--- config.mk ---
export PLATFORM = sky130hd
export DESIGN_NAME = status_bitops
export DESIGN_NICKNAME = d
export VERILOG_FILES = /design/src/rtl/status_bitops_pkg.sv /design/src/rtl/status_bitops_decode.sv /design/src/rtl/status_bitops_regbits.sv /design/src/rtl/status_bitops_store.sv /design/src/rtl/status_bitops.sv
export SDC_FILE = /design/constraint.sdc
export NUM_CORES = 1
export LEC_CHECK = 0
export CORE_ASPECT_RATIO = 0.9
export CORE_MARGIN = 1.5
export CORE_UTILIZATION = 33
export CTS_CLUSTER_SIZE = 8
export DETAILED_ROUTE_END_ITERATION = 6
export HOLD_SLACK_MARGIN = 0.03
export PLACE_DENSITY = 0.76
export SYNTH_ARGS = -nofsm -noshare
export SYNTH_HDL_FRONTEND = slang
export SYNTH_SLANG_ARGS = --single-unit
--- constraint.sdc ---
create_clock -name clk -period 2.2 [get_ports clk]
set_input_delay 0.66 -clock clk [delete_from_list [all_inputs] [get_ports clk]]
set_output_delay 0.66 -clock clk [all_outputs]
set_load 0.005 [all_outputs]
--- src/rtl/status_bitops_pkg.sv ---
package status_bitops_pkg;

    localparam int FLAG_W  = 8;
    localparam int IDX_W   = $clog2(FLAG_W);

    localparam int POS_C = 0;
    localparam int POS_Z = 1;
    localparam int POS_N = 2;
    localparam int POS_V = 3;
    localparam int POS_S = 4;
    localparam int POS_H = 5;
    localparam int POS_T = 6;
    localparam int POS_I = 7;

    typedef enum logic [2:0] {
        OP_IDLE   = 3'd0,
        OP_FSET   = 3'd1,
        OP_FCLR   = 3'd2,
        OP_TSTORE = 3'd3,
        OP_TLOAD  = 3'd4
    } bitop_e;

    typedef struct packed {
        logic [FLAG_W-1:0] set_mask;
        logic [FLAG_W-1:0] clr_mask;
        logic              t_we;
        logic              t_val;
    } explicit_req_t;

    function automatic logic [FLAG_W-1:0] idx_to_mask(input logic [IDX_W-1:0] idx);
        logic [FLAG_W-1:0] m;
        m = '0;
        m[idx] = 1'b1;
        return m;
    endfunction

endpackage

--- src/rtl/status_bitops_decode.sv ---
module status_bitops_decode
    import status_bitops_pkg::*;
(
    input  logic [2:0]        op_i,
    input  logic [IDX_W-1:0]  bit_sel_i,
    input  logic [FLAG_W-1:0] reg_in_i,
    output explicit_req_t     req_o
);
    logic [FLAG_W-1:0] sel_mask;

    always_comb begin
        sel_mask = idx_to_mask(bit_sel_i);
        req_o    = '0;
        case (op_i)
            OP_FSET:   req_o.set_mask = sel_mask;
            OP_FCLR:   req_o.clr_mask = sel_mask;
            OP_TSTORE: begin
                req_o.t_we  = 1'b1;
                req_o.t_val = reg_in_i[bit_sel_i];
            end
            default:   req_o = '0;
        endcase
    end
endmodule

--- src/rtl/status_bitops_regbits.sv ---
module status_bitops_regbits
    import status_bitops_pkg::*;
(
    input  logic              clk,
    input  logic              rst,
    input  logic [2:0]        op_i,
    input  logic [IDX_W-1:0]  bit_sel_i,
    input  logic [FLAG_W-1:0] reg_in_i,
    input  logic              t_flag_i,
    output logic [FLAG_W-1:0] reg_out_o
);
    always_comb begin
        reg_out_o = reg_in_i;
        if (op_i == OP_TLOAD)
            reg_out_o[bit_sel_i] = t_flag_i;
    end

    // bit-load puts T at the chosen position and keeps every other bit
    p_load_bits_r6: assert property (@(posedge clk) disable iff (rst)
        (op_i == OP_TLOAD) |->
            (reg_out_o[bit_sel_i] == t_flag_i) &&
            (((reg_out_o ^ reg_in_i) & ~idx_to_mask(bit_sel_i)) == '0));

    // any other code passes the operand through untouched
    p_passthru_r9: assert property (@(posedge clk) disable iff (rst)
        (op_i != OP_TLOAD) |-> (reg_out_o == reg_in_i));
endmodule

--- src/rtl/status_bitops_store.sv ---
module status_bitops_store
    import status_bitops_pkg::*;
(
    input  logic              clk,
    input  logic              rst,
    input  explicit_req_t     req_i,
    input  logic [FLAG_W-1:0] alu_we_i,
    input  logic [FLAG_W-1:0] alu_flags_i,
    output logic [FLAG_W-1:0] status_o
);
    logic [FLAG_W-1:0] flags_q;
    logic [FLAG_W-1:0] flags_d;
    logic [FLAG_W-1:0] explicit_hit;

    for (genvar k = 0; k < FLAG_W; k++) begin : g_bit
        logic t_hit;
        if (k == POS_T) begin : g_tbit
            assign t_hit = req_i.t_we;
        end else begin : g_plain
            assign t_hit = 1'b0;
        end

        assign explicit_hit[k] = req_i.set_mask[k] | req_i.clr_mask[k] | t_hit;

        always_comb begin
            if (req_i.set_mask[k])      flags_d[k] = 1'b1;
            else if (req_i.clr_mask[k]) flags_d[k] = 1'b0;
            else if (t_hit)             flags_d[k] = req_i.t_val;
            else if (alu_we_i[k])       flags_d[k] = alu_flags_i[k];
            else                        flags_d[k] = flags_q[k];
        end
    end

    always_ff @(posedge clk) begin
        if (rst) flags_q <= '0;
        else     flags_q <= flags_d;
    end

    assign status_o = flags_q;

    // unclaimed masked bits follow the arithmetic unit
    p_alu_write_r7: assert property (@(posedge clk) disable iff (rst)
        1'b1 |=> ((($past(alu_we_i) & ~$past(explicit_hit)) &
                   (flags_q ^ $past(alu_flags_i))) == '0));

    // bits no request touches keep their value
    p_hold_r9: assert property (@(posedge clk) disable iff (rst)
        1'b1 |=> (((~$past(alu_we_i) & ~$past(explicit_hit)) &
                   (flags_q ^ $past(flags_q))) == '0));
endmodule

--- src/rtl/status_bitops.sv ---
module status_bitops
    import status_bitops_pkg::*;
(
    input  logic       clk,
    input  logic       rst,
    input  logic [2:0] op_i,
    input  logic [2:0] bit_sel_i,
    input  logic [7:0] reg_in_i,
    input  logic [7:0] alu_we_i,
    input  logic [7:0] alu_flags_i,
    output logic [7:0] status_o,
    output logic [7:0] reg_out_o
);
    explicit_req_t req;

    status_bitops_decode u_decode (
        .op_i      (op_i),
        .bit_sel_i (bit_sel_i),
        .reg_in_i  (reg_in_i),
        .req_o     (req)
    );

    status_bitops_store u_store (
        .clk         (clk),
        .rst         (rst),
        .req_i       (req),
        .alu_we_i    (alu_we_i),
        .alu_flags_i (alu_flags_i),
        .status_o    (status_o)
    );

    status_bitops_regbits u_regbits (
        .clk       (clk),
        .rst       (rst),
        .op_i      (op_i),
        .bit_sel_i (bit_sel_i),
        .reg_in_i  (reg_in_i),
        .t_flag_i  (status_o[POS_T]),
        .reg_out_o (reg_out_o)
    );

    // a set request wins over everything at its bit
    p_set_bit_r2: assert property (@(posedge clk) disable iff (rst)
        (op_i == OP_FSET) |=> status_o[$past(bit_sel_i)] == 1'b1);

    // a clear request wins over everything at its bit
    p_clear_bit_r3: assert property (@(posedge clk) disable iff (rst)
        (op_i == OP_FCLR) |=> status_o[$past(bit_sel_i)] == 1'b0);

    // bit-store lands the operand bit in T
    p_tstore_r5: assert property (@(posedge clk) disable iff (rst)
        (op_i == OP_TSTORE) |=> status_o[POS_T] == $past(reg_in_i[bit_sel_i]));
endmodule

[Word-level counts from Yosys, hierarchy flattened]
Index checks and enable logic that the tools add are counted.
Widths: inputs -> output; s select.
Word-level totals
  register bits after elaboration: 8
  input port bits: 32
  output and inout bits: 16
  logic and storage cells: 57
Operators by class
  $lt $le $gt $ge: 2
  eq/ne operators: 4
  mux-type cells: 34
  reduce and logical (&&, ||, !) cells: 9
Operators with widths (count)
  $mux 1: 27
  $mux 8: 3
  $reduce_bool 3->1: 7
  $bwmux 8: 1
  $eq 3x2->1 const B: 2
  $lt 3x4->1 const B: 1
  $reduce_bool 4->1: 1
  $bmux 1 s3: 1
  $demux 1 s3: 1
  $eq 3x1->1 const B: 1
  $eq 3x3->1 const B: 1
  $ge 3x1->1 const B: 1
  $mux 2: 1
  $logic_and 1x1->1: 1

[Longest topological paths before layout]
  word-level depth: 7
  gate-level depth with buffers: 5
  mapped depth without buffers: 4

[Cells and area by module]
From an unflattened synthesis, not the netlist that was laid out.
Second synthesis, totals
  cell total of the unflattened synthesis: 96
  area, all modules: 794.5 µm²
By module, submodules not included
  status_bitops_store: instances 1, cells an instance 35, area each 380.4 µm², seq. area each 160.2 µm²
  status_bitops_decode: instances 1, cells an instance 40, area each 235.2 µm², seq. area each 0.0 µm²
  status_bitops_regbits: instances 1, cells an instance 21, area each 178.9 µm², seq. area each 0.0 µm²

[Least setup slack after synthesis]
OpenSTA, ideal clock, no wires.
  path kind: input -> output
  start point: in op_i[0]
  end point: out reg_out_o[7]
  data arrival time: 1.512 ns
  required time: 1.540 ns
  slack: 0.028 ns
  stages on the path: 5
  path buffers: 1
  cells stage by stage: buf_6 nor3b_2 and2_2 nand3_1 mux2_2
Between the ends
  cells in the longest elaborated chain, start to end: 2
RTL lines
  from (decl): RTL line status_bitops.sv:6  | input logic [2:0] op_i,
  $eq 3x3->1: RTL line status_bitops_regbits.sv:14  | if (op_i == OP_TLOAD)
  $mux 8: RTL line status_bitops_regbits.sv:14
  to (decl): RTL line status_bitops.sv:12  | output logic [7:0] reg_out_o
No other way between the ends.

[Final worst setup path]
  start point: in op_i[0]
  end point: out reg_out_o[0]
The elaborated chain is that of the path after synthesis.

==> tab_implementation.tex <==
\begin{tabular}{lr}
\hline
Metric & Value \\
\hline
\multicolumn{2}{l}{\textbf{Outcome}} \\
Run status & finished, violations left \\
Violated checks & setup timing \\
\multicolumn{2}{l}{\textbf{Drt}} \\
Post-route ant nets & 0 \\
Drt total wl & 2650 um \\
Via density per instance & 5.17 \\
Starting DRC count in detailed routing & 16 \\
Via Count & 936 \\
Drt drc & 0 \\
Drt wl/cell & 14.6 um \\
Initial DRT Pass Iterations & 4 \\
\multicolumn{2}{l}{\textbf{Cells and area}} \\
Layout net count & 188 \\
Finished Core Util & 64.0\% \\
Flip-flop count of the largest register, all copies and words added & 8 \\
Syn-to-layout area delta & 83.3\% \\
Non-filler instance count after layout & 181 \\
Layout cells sized above 1 & 38.3\% \\
Antenna Cells & 0 \\
\multicolumn{2}{l}{\textbf{Clock network}} \\
Post-CTS Hold Buffers & 0 \\
TritonCTS clock tree & yes \\
Clock tree root driver cell & clkbuf\_4 \\
Number of levels in the clock H-tree & 1 \\
Clock buffers created by TritonCTS & 3 \\
Maximum root-to-sink buffer count & 2 \\
Worst skew pair latency & 0.26 ns \\
Clock sink count & 8 \\
Clock edge transition at the registers on the reported setup and hold paths & 0.05 ns \\
\multicolumn{2}{l}{\textbf{Synthesis}} \\
Top cells by area, synth & dfxtp\_1 21\%, mux2\_2 15\%, mux2i\_1 12\% \\
Yosys warns & 0 \\
Net Count, Synth & 125 \\
Area of the mapped netlist & 762 sq um \\
Number of distinct library cells after synthesis & 33 \\
Proportion of synthesized flip-flops having asynchronous set or reset & 0\% \\
Mean instance size in the synthesized netlist & 8.19 sq um \\
EDFF count, synth & 0 \\
Area fraction of the dominant cell type after synthesis & 21.0\% \\
Cell type contributing the most total cell area after synthesis & dfxtp\_1 \\
Syn Inst Count & 93 \\
FF+latch count, synth & 8 \\
Sequential element share of the synthesized area & 21.0\% \\
Flip-flop cell with the highest count after synthesis & dfxtp\_1 \\
\multicolumn{2}{l}{\textbf{Die}} \\
Floorplan Core Area & 2180 sq um \\
Number of placement rows & 16 \\
Die span in x & 53.7 um \\
Floorplan die area & 2610 sq um \\
Initial core utilization & 34.9\% \\
I/O pin total & 48 \\
Die H & 48.6 um \\
\multicolumn{2}{l}{\textbf{STA}} \\
Time the worst path needs with I/O delays and setup & 2.40 ns \\
Upper clock frequency limit & 416 MHz \\
Post-route worst hold slack & 0.638 ns \\
Tightest Pin Transition & 0.365 ns \\
Unrepaired setup endpoints after global routing & true \\
Final number of hold-violating endpoints & 0 \\
Final Max Tran Viols & 0 \\
Number of setup violations in the final report & 8 \\
Clock tree skew after final layout & 0 ns \\
Period utilization & 109\% \\
Post-layout worst setup margin & -0.203 ns \\
Max transition margin & 75.6\% \\
\multicolumn{2}{l}{\textbf{GRT}} \\
Final global-route overflow total & 0 \\
Maximum number of pins on one net before global-route repair & 11 \\
Wire length of the first global-routing pass & 4370 um \\
GR Util All Layers & 22.2\% \\
Vias in the first global route & 930 \\
Number of antenna violations at the first check in global routing & 0 \\
\multicolumn{2}{l}{\textbf{Critical path}} \\
Critical path's largest stage delay & 0.31 ns \\
Most frequent cell on the critical path & buf\_6 \\
Startpoint Class & input port \\
Crit Path Max Fanout & 3 \\
Critical path class & in2out \\
CP max stage cell & mux2\_4 \\
Critical path, cell by cell & buf\_6 > nor3b\_4 > and2b\_2 > buf\_6 > nand2\_2 > mux2\_4 > buf\_6 \\
Worst EP required & 1.54 ns \\
WP data arrival & 1.74 ns \\
Crit path capture type & primary output \\
\multicolumn{2}{l}{\textbf{Placed design}} \\
Final HPWL DP & 2040 um \\
Number of buffers added on ports & 47 \\
Gp weighted congestion & 0.881 \\
Number of cells after detailed placement & 175 \\
\multicolumn{2}{l}{\textbf{Power}} \\
Total power of the final layout & 513 uW \\
Max IR drop VDD & 0.326 mV \\
Total power divided by cell area & 368 nW/um\^{}2 \\
Leakage power total & 0.000605 uW \\
\multicolumn{2}{l}{\textbf{Worst hold path}} \\
Hold Path Class & reg2reg \\
\multicolumn{2}{l}{\textbf{Job}} \\
Maximum Capacitance Violations & 0 \\
\hline
\end{tabular}
cells in the final DEF, fill, tap and decap left out, drive strengths merged, types with 2 or more instances in the layout:
cell type / count
nor2: 10
clkbuf: 3
dfxtp: 8
and3b: 2
mux2i: 9
nand2b: 2
nor3b: 2
nand2: 8
and2b: 2
buf: 31
o21ai: 5
mux2: 10
clkdlybuf4s50: 33
a21oi: 14
nor2b: 2
o31ai: 2
synthesized netlist by cell type, types with 2 or more instances:
| cell type | instances |
|---|---|
| nor2b_1 | 2 |
| mux2i_1 | 9 |
| nand2b_1 | 2 |
| buf_2 | 2 |
| dfxtp_1 | 8 |
| nand2_1 | 8 |
| o21ai_0 | 5 |
| mux2_2 | 10 |
| nor2_1 | 10 |
| buf_6 | 2 |
| a21oi_1 | 13 |
routing by layer:
metal	routed length, um	up-vias	share of wire, %	track usage, %
li1	-	464	-	-
met4	7	0	0.26	2.14
met2	1340	28	51	39.3
met5	0	-	0	0
met1	1140	442	43	27.2
met3	153	2	5.8	5.56
final cells by class:
class | instances | area (sq um)
Fill cell | 186 | 786
Multi-Input combinational cell | 79 | 604
Timing Repair Buffer | 64 | 576
Sequential cell | 8 | 160
Tap cell | 27 | 33.8
Clock buffer | 3 | 22.5
power by group:
part	switching [uW]	internal (uW)	leakage, uW	total (uW)
registers	8.78	158	0.0000665	167
clock network	53.2	62.6	0.0000138	116
logic	88.6	142	0.000525	231
what timing repair did:
| item | CTS | global route |
|---|---|---|
| pin swaps | 3 | 1 |
| endpoints found under the hold margin | 0 | 0 |
| endpoints found under the setup margin | 9 | 8 |
| setup buffers | 3 | 0 |
| gates cloned | 0 | 0 |
| gates resized for setup | 78 | 2 |
cell families after synthesis:
| family | share of synthesized area (%) |
|---|---|
| AO/OA/AOI/OAI | 22.2 |
| buffers and inverters | 5.75 |
| multiplexers | 26.6 |
| AND/OR/NAND/NOR | 24.5 |
| flip-flops | 21.0 |
critical path: cells and delay by family:
kind | cells | cell delay [ns]
buffers and inverters | 3 | 0.32
AND/OR/NAND/NOR | 3 | 0.46
multiplexers | 1 | 0.31
stage by stage:
stage | instance area (sq um) | setup slack, ns | TNS (ns)
final | 1400 | -0.203 | -0.905
after global routing | 1400 | -0.254 | -1.20
after CTS | 1380 | -0.194 | -0.826
after detailed placement | 1330 | -0.839 | -6.75
after global placement | 1330 | -0.797 | -6.50
after floorplan | 762 | 0.0277 | 0
final timing paths:
| path | depth (start not counted) | endpoint | from | slack, ns |
|---|---|---|---|---|
| setup reg to reg | 4 | u_store.status_o[6]$_SDFFE_PP0P_ | u_store.status_o[6]$_SDFFE_PP0P_ | 0.93 |
| hold reg to reg | 4 | u_store.status_o[4]$_SDFFE_PP0P_ | u_store.status_o[4]$_SDFFE_PP0P_ | 0.64 |
| hold / removal | 4 | u_store.status_o[4]$_SDFFE_PP0P_ | u_store.status_o[4]$_SDFFE_PP0P_ | 0.64 |
| setup / recovery | 7 | reg_out_o[0] | op_i[0] | -0.20 |
(Power assumes the default switching activity.)
